==> src/rtl/vdeact_pkg.sv <==
package vdeact_pkg;

  localparam int VID_W = 25;
  localparam int PID_W = 13;
  localparam int REQ_W = 32;

  localparam logic [VID_W-1:0] SPEC_LO = VID_W'(1020);
  localparam logic [VID_W-1:0] SPEC_HI = VID_W'(1023);

  typedef enum logic [1:0] {
    ST_INV     = 2'b00,
    ST_PEND    = 2'b01,
    ST_ACT     = 2'b10,
    ST_ACTPEND = 2'b11
  } lr_state_e;

  typedef struct packed {
    logic [VID_W-1:0] vid;
    lr_state_e        state;
    logic             hw;
    logic [PID_W-1:0] pid;
    logic             grp1;
  } lr_entry_t;

endpackage

==> src/rtl/vdeact_lookup.sv <==
module vdeact_lookup
  import vdeact_pkg::*;
#(
  parameter int NUM_LR = 4,
  parameter int IDX_W  = (NUM_LR > 1) ? $clog2(NUM_LR) : 1
) (
  input  lr_entry_t [NUM_LR-1:0] bank_i,
  input  logic [VID_W-1:0]       id_i,
  output logic                   hit_o,
  output logic [IDX_W-1:0]       idx_o,
  output logic [NUM_LR-1:0]      grant_o
);

  logic              special;
  logic [NUM_LR-1:0] match;

  assign special = (id_i >= SPEC_LO) && (id_i <= SPEC_HI);

  // Per-entry comparators.
  for (genvar g = 0; g < NUM_LR; g++) begin : g_cmp
    assign match[g] = !special && (bank_i[g].state != ST_INV) &&
                      (bank_i[g].vid == id_i);
  end

  // Lowest index wins.
  always_comb begin
    grant_o = '0;
    idx_o   = '0;
    hit_o   = 1'b0;
    for (int i = 0; i < NUM_LR; i++) begin
      if (match[i] && !hit_o) begin
        grant_o[i] = 1'b1;
        idx_o      = IDX_W'(i);
        hit_o      = 1'b1;
      end
    end
  end

endmodule

==> src/rtl/vdeact_miss_ctr.sv <==
module vdeact_miss_ctr #(
  parameter int CNT_W = 5
) (
  input  logic             clk,
  input  logic             rst_n,
  input  logic             inc_i,
  input  logic             clr_i,
  output logic [CNT_W-1:0] cnt_o
);

  localparam logic [CNT_W-1:0] ONE = CNT_W'(1);

  logic [CNT_W-1:0] cnt_q, cnt_d;
  logic             cnt_en;

  always_comb begin
    cnt_en = clr_i || inc_i;
    cnt_d  = clr_i ? '0 : cnt_q + ONE;
  end

  always_ff @(posedge clk or negedge rst_n) begin
    if (!rst_n)      cnt_q <= '0;
    else if (cnt_en) cnt_q <= cnt_d;
  end

  assign cnt_o = cnt_q;

  p_inc_wrap_r4: assert property (@(posedge clk) disable iff (!rst_n)
    (inc_i && !clr_i) |=> (cnt_o == $past(cnt_o) + ONE));

  p_clear_r4: assert property (@(posedge clk) disable iff (!rst_n)
    clr_i |=> (cnt_o == '0));

endmodule

==> src/rtl/vdeact_fwd.sv <==
module vdeact_fwd #(
  parameter int PID_W = 13
) (
  input  logic             clk,
  input  logic             rst_n,
  input  logic             req_i,
  input  logic [PID_W-1:0] pid_i,
  input  logic             ready_i,
  output logic             valid_o,
  output logic [PID_W-1:0] pid_o
);

  logic             valid_q, valid_d;
  logic [PID_W-1:0] pid_q;

  always_comb begin
    valid_d = valid_q;
    if (valid_q && ready_i) valid_d = 1'b0;
    if (req_i)              valid_d = 1'b1;
  end

  always_ff @(posedge clk or negedge rst_n) begin
    if (!rst_n) valid_q <= 1'b0;
    else        valid_q <= valid_d;
  end

  always_ff @(posedge clk or negedge rst_n) begin
    if (!rst_n)     pid_q <= '0;
    else if (req_i) pid_q <= pid_i;
  end

  assign valid_o = valid_q;
  assign pid_o   = pid_q;

  p_hold_r6: assert property (@(posedge clk) disable iff (!rst_n)
    (valid_o && !ready_i) |=> (valid_o && $stable(pid_o)));

  p_no_overrun_r12: assert property (@(posedge clk) disable iff (!rst_n)
    req_i |-> !valid_o);

endmodule

==> src/rtl/vdeact_unit.sv <==
module vdeact_unit
  import vdeact_pkg::*;
#(
  parameter int NUM_LR = 4,
  parameter int CNT_W  = 5,
  localparam int IDX_W = (NUM_LR > 1) ? $clog2(NUM_LR) : 1
) (
  input  logic                  clk,
  input  logic                  rst_n,
  input  logic                  wr_valid_i,
  input  logic [REQ_W-1:0]      wr_data_i,
  input  logic                  eoi_mode_i,
  output logic                  busy_o,
  input  logic                  lr_we_i,
  input  logic [IDX_W-1:0]      lr_idx_i,
  input  logic [VID_W-1:0]      lr_vid_i,
  input  logic [1:0]            lr_state_i,
  input  logic                  lr_hw_i,
  input  logic [PID_W-1:0]      lr_pid_i,
  input  logic                  lr_grp_i,
  output logic [2*NUM_LR-1:0]   lr_state_o,
  output logic                  pd_valid_o,
  output logic [PID_W-1:0]      pd_pid_o,
  input  logic                  pd_ready_i,
  output logic [CNT_W-1:0]      miss_cnt_o,
  input  logic                  maint_en_i,
  input  logic                  cnt_clr_i,
  output logic                  maint_irq_o,
  output logic                  err_o
);

  lr_entry_t [NUM_LR-1:0] bank_q, bank_d;
  logic                   req_vld_q, req_mode_q;
  logic [VID_W-1:0]       req_id_q;
  logic                   accept, act;
  logic                   hit;
  logic [IDX_W-1:0]       hit_idx;
  logic [NUM_LR-1:0]      grant;
  logic                   miss_inc, err_d, err_q, fwd_req;
  logic [REQ_W-VID_W-1:0] unused_rsvd;

  assign unused_rsvd = wr_data_i[REQ_W-1:VID_W];
  assign accept      = wr_valid_i && !busy_o;
  assign act         = req_vld_q && req_mode_q;

  // Request stage.
  always_ff @(posedge clk or negedge rst_n) begin
    if (!rst_n) req_vld_q <= 1'b0;
    else        req_vld_q <= accept;
  end

  always_ff @(posedge clk or negedge rst_n) begin
    if (!rst_n) begin
      req_id_q   <= '0;
      req_mode_q <= 1'b0;
    end else if (accept) begin
      req_id_q   <= wr_data_i[VID_W-1:0];
      req_mode_q <= eoi_mode_i;
    end
  end

  vdeact_lookup #(.NUM_LR(NUM_LR), .IDX_W(IDX_W)) u_lookup (
    .bank_i  (bank_q),
    .id_i    (req_id_q),
    .hit_o   (hit),
    .idx_o   (hit_idx),
    .grant_o (grant)
  );

  // Next-state for the bank and the side effects.
  always_comb begin
    bank_d   = bank_q;
    miss_inc = 1'b0;
    err_d    = 1'b0;
    fwd_req  = 1'b0;
    if (act) begin
      if (hit) begin
        case (bank_q[hit_idx].state)
          ST_ACT: begin
            bank_d[hit_idx].state = ST_INV;
            fwd_req = bank_q[hit_idx].hw && bank_q[hit_idx].grp1;
          end
          ST_ACTPEND: begin
            bank_d[hit_idx].state = ST_PEND;
            fwd_req = bank_q[hit_idx].hw && bank_q[hit_idx].grp1;
          end
          default: err_d = 1'b1;
        endcase
      end else begin
        miss_inc = 1'b1;
      end
    end
    if (lr_we_i) begin
      bank_d[lr_idx_i].vid   = lr_vid_i;
      bank_d[lr_idx_i].state = lr_state_e'(lr_state_i);
      bank_d[lr_idx_i].hw    = lr_hw_i;
      bank_d[lr_idx_i].pid   = lr_pid_i;
      bank_d[lr_idx_i].grp1  = lr_grp_i;
    end
  end

  always_ff @(posedge clk or negedge rst_n) begin
    if (!rst_n) begin
      bank_q <= '0;
      err_q  <= 1'b0;
    end else begin
      bank_q <= bank_d;
      err_q  <= err_d;
    end
  end

  vdeact_miss_ctr #(.CNT_W(CNT_W)) u_miss (
    .clk   (clk),
    .rst_n (rst_n),
    .inc_i (miss_inc),
    .clr_i (cnt_clr_i),
    .cnt_o (miss_cnt_o)
  );

  vdeact_fwd #(.PID_W(PID_W)) u_fwd (
    .clk     (clk),
    .rst_n   (rst_n),
    .req_i   (fwd_req),
    .pid_i   (bank_q[hit_idx].pid),
    .ready_i (pd_ready_i),
    .valid_o (pd_valid_o),
    .pid_o   (pd_pid_o)
  );

  for (genvar g = 0; g < NUM_LR; g++) begin : g_state_out
    assign lr_state_o[2*g +: 2] = bank_q[g].state;
  end

  assign busy_o      = req_vld_q || pd_valid_o;
  assign maint_irq_o = maint_en_i && (miss_cnt_o != '0);
  assign err_o       = err_q;

  p_single_stage_r12: assert property (@(posedge clk) disable iff (!rst_n)
    req_vld_q |=> !req_vld_q);

  p_fwd_origin_r6: assert property (@(posedge clk) disable iff (!rst_n)
    $rose(pd_valid_o) |-> $past(act));

  p_err_pulse_r11: assert property (@(posedge clk) disable iff (!rst_n)
    err_o |=> !err_o);

  p_grant_onehot_r10: assert property (@(posedge clk) disable iff (!rst_n)
    $onehot0(grant));

  p_mode_off_r8: assert property (@(posedge clk) disable iff (!rst_n)
    (req_vld_q && !req_mode_q && !lr_we_i && !cnt_clr_i) |=>
      ($stable(lr_state_o) && $stable(miss_cnt_o) && !err_o));

endmodule

==> config.mk <==
export PLATFORM = sky130hd
export DESIGN_NAME = vdeact_unit
export DESIGN_NICKNAME = d
export VERILOG_FILES = /design/src/rtl/vdeact_pkg.sv /design/src/rtl/vdeact_lookup.sv /design/src/rtl/vdeact_miss_ctr.sv /design/src/rtl/vdeact_fwd.sv /design/src/rtl/vdeact_unit.sv
export SDC_FILE = /design/constraint.sdc
export NUM_CORES = 1
export LEC_CHECK = 0
export BUFFER_PORTS_ARGS = -buffer_cell sky130_fd_sc_hd__buf_2
export CAP_MARGIN = 40
export CORE_ASPECT_RATIO = 0.9
export CORE_MARGIN = 2
export CORE_UTILIZATION = 45
export DETAILED_ROUTE_END_ITERATION = 8
export PLACE_DENSITY_LB_ADDON = 0.2
export SLEW_MARGIN = 20
export SYNTH_ARGS = -nofsm -noshare
export SYNTH_HDL_FRONTEND = slang
export SYNTH_SLANG_ARGS = --single-unit
==> constraint.sdc <==
create_clock -name clk -period 8.4 [get_ports clk]
set_clock_uncertainty 0.15 [all_clocks]
set_input_delay 0.84 -clock clk [delete_from_list [all_inputs] [get_ports clk]]
set_output_delay 0.84 -clock clk [all_outputs]
set_load 0.02 [all_outputs]
==> impl_metrics.py <==
metrics = {
    "status": {
        "outcome": "completed",
    },
    "synth": {
        "synth.area.top_cells": "dfrtp_1 (52%), mux2_2 (21%), xor2_1 (7.7%), mux4_2 (2.6%), nor4_1 (1.9%)",
        "seq_area_frac_synth_pct": 51.9,
        "synth_cells": 779,
        "yosysWarnings": 0,
        "netlist-cell-type-count": 50,
        "synth_edf_count": 0,
        "netlist_area_sq_um": 10400,
        "ys_seq_elements": 215,
        "synthesis.nets": 865,
        "async_flop_share_pct": 100,
        "yosysTopAreaCellShare_pct": 51.9,
        "syn_avg_cell_area_sq_um": 13.3,
        "yosys.area.top_type": "dfrtp_1",
        "synth_ff_type": "dfrtp_1",
    },
    "clocking": {
        "cts_max_level": 1,
        "cts.reportedPaths.clkPinSlew_ns": 0.06,
        "clock-sinks": 215,
        "post_cts_buffers": 0,
        "cts_buffers": 24,
        "cts_root_buf": "clkbuf_16",
        "clockBufferDepth": 3,
        "cts_resized": 0,
        "cts_tree": "built",
        "cts_hold_buf": 0,
        "insertion_delay_ns": 0.51,
    },
    "cells_and_area": {
        "regArea_sq_um": 5380,
        "area_growth_pct": 13.8,
        "drive_gt1_share_pct": 44.0,
        "diodes": 0,
        "multi_input_area_sq_um": 4590,
        "nNetsFinal": 950,
        "fillers": 1980,
    },
    "floorplan": {
        "start_util_pct": 45.9,
        "fp.dieH_microns": 148,
        "rows": 52,
        "core_area_sq_um": 22600,
        "die_x_microns": 164,
        "io_pins": 114,
        "fp.dieArea_sq_um": 24300,
    },
    "drt": {
        "first_pass_iters": 5,
        "postRouteAntennaNets": 0,
        "drt-total-wl_microns": 25000,
        "vias": 6536,
        "drt-wirelength-per-cell_microns": 21.3,
        "drc": 0,
        "via_per_inst": 5.56,
        "drt_iter0_markers": 473,
    },
    "timing": {
        "finalHoldViolCount": 0,
        "finalCritPeriodShare_pct": 42.9,
        "final_max_slew_viol_count": 0,
        "final.setup.tns_ns": 0,
        "setup_viol": 0,
        "tightest_slew_ns": 0.825,
        "rsz0062_at_grt": "false",
        "max_freq_mhz": 278,
        "fin_crit_ns": 3.60,
        "slew_headroom_pct": 44.3,
    },
    "pwr": {
        "vdd_drop_max_v": 0.000141,
        "power.density_nw_per_um2": 251,
        "cellLeakagePower_nw": 5.16,
        "totalPowerFinal_w": 0.00296,
    },
    "global_routing": {
        "grt_pass1_vias": 6627,
        "grt_max_degree": 89,
        "grt_pass1_wl_microns": 39200,
        "grt.total_usage_pct": 21.2,
        "grt_overflow": 0,
        "antenna_found_initial": 1,
    },
    "critical_path": {
        "worstSetupPathType": "register to register",
        "critPathArrivalTime_ns": 3.85,
        "cp.required_ns": 8.65,
        "r2r_setup_slack_ns": 4.80,
        "crit_fanout": 8,
        "cp-end-kind": "register",
        "cp-start-kind": "register",
    },
    "flow_run": {
        "cap_violations": 0,
    },
    "placement": {
        "post-dp-hpwl_microns": 17200,
        "gp_congestion": 0.908,
        "port_buffers": 106,
    },
    "min_path": {
        "worst_hold_path_type": "input pin to async pin",
    },
}
## kinds of logic (layout without fill, tap and decap cells)
family | Yosys count | after routing | synth area share [%]
fa+ha+maj | 2 | 2 | 0.241
flops | 215 | 215 | 51.9
buf+inv | 67 | 166 | 3.96
mux | 217 | 217 | 25.2
compound gates | 32 | 32 | 2.20
simple gates | 143 | 143 | 7.72
xor+xnor | 103 | 103 | 8.78
## synth_stat cells (5+ instances only)
cell type	n
a211oi_1	5
mux2_4	9
dfrtp_1	215
nand3_1	8
nand4_1	19
clkbuf_1	24
buf_6	13
nor4_1	31
xor2_1	91
nor3_1	6
nor2_1	41
mux4_2	12
inv_1	9
nand2_1	11
buf_4	8
o21ai_0	8
buf_2	12
mux2_2	194
xnor2_1	11
## worst max-delay path, stage by stage, from the launching register on
cell	delay, ns
dfrtp_1	0.55
xor2_1	0.25
nor4_1	0.28
nand4_1	0.23
nor3_1	0.45
nand2b_1	0.17
a211o_1	0.38
buf_8	0.22
mux4_2	0.51
mux2_2	0.27
## cell usage in the layout (no fill, tap or decap), drive strengths merged, types with 3 or more instances in the layout
master,instances
dfrtp,215
nand4,19
a21oi,4
mux4,12
xnor2,11
nor2,41
xor2,92
or2,4
a211oi,5
inv,9
buf,117
nor4,34
nor3,6
nand2,11
nand3,8
mux2,203
or3,3
clkinv,5
clkbuf,33
a31oi,3
or4,5
o21ai,8
## path summary, 6_finish.rpt
check / startpoint / end / depth (start not counted)
max: req_id_q[23]$_DFFE_PN0P_ / u_fwd.pid_o[1]$_DFFE_PN0P_ / 9
min: rst_n / req_id_q[10]$_DFFE_PN0P_ / 1
max reg2reg: req_id_q[23]$_DFFE_PN0P_ / u_fwd.pid_o[1]$_DFFE_PN0P_ / 9
min reg2reg: bank_q[132]$_DFF_PN0_ / bank_q[132]$_DFF_PN0_ / 1
max in group asynchronous: rst_n / bank_q[3]$_DFF_PN0_ / 2
min in group clk: bank_q[132]$_DFF_PN0_ / bank_q[132]$_DFF_PN0_ / 1
## sequential cells by signal (all words and copies together), names as in the netlist
name / count
bank_q: 160
req_id_q: 25
u_fwd.pid_o: 13
lr_state_o: 8
u_miss.cnt_o: 5
err_o: 1
req_mode_q: 1
req_vld_q: 1
u_fwd.valid_o: 1
## per-layer routing
layer	up-vias	share of wire (%)	track usage [%]
li1	2952	-	-
met2	198	43	31.3
met4	2	2.3	5.00
met3	45	7.0	4.88
met1	3339	47	31.9
met5	-	0.052	0
## per-stage QoR
step	instance area (sq um)	hold WS [ns]	utilization, %	instances	setup WS [ns]
after floorplan	10400	0.324	-	779	5.42
after global placement	11000	0.332	48.6	1133	4.62
after detailed placement	11000	0.338	48.8	1135	4.86
after CTS	11800	0.209	52.2	1175	4.84
after global routing	11800	0.217	52.2	1175	4.55
final	11800	0.161	52.2	1175	4.80
## area by class of cell
type | instances | share of cell area (%)
Sequential cell | 215 | 45.6
Inverter | 9 | 0.286
Tap cell | 297 | 3.15
Timing Repair Buffer | 117 | 5.52
Clock buffer | 33 | 5.98
Clock inverter | 7 | 0.530
Multi-Input combinational cell | 497 | 38.9
## report_power, final
part | total [W] | switching (W) | internal, W
Clock | 0.00103 | 0.000413 | 0.000612
Sequential | 0.00136 | 0.000148 | 0.00121
Combinational | 0.000574 | 0.000300 | 0.000274
Total | 0.00296 | 0.000861 | 0.00210
No activity file was read; power rests on OpenSTA's default activity.
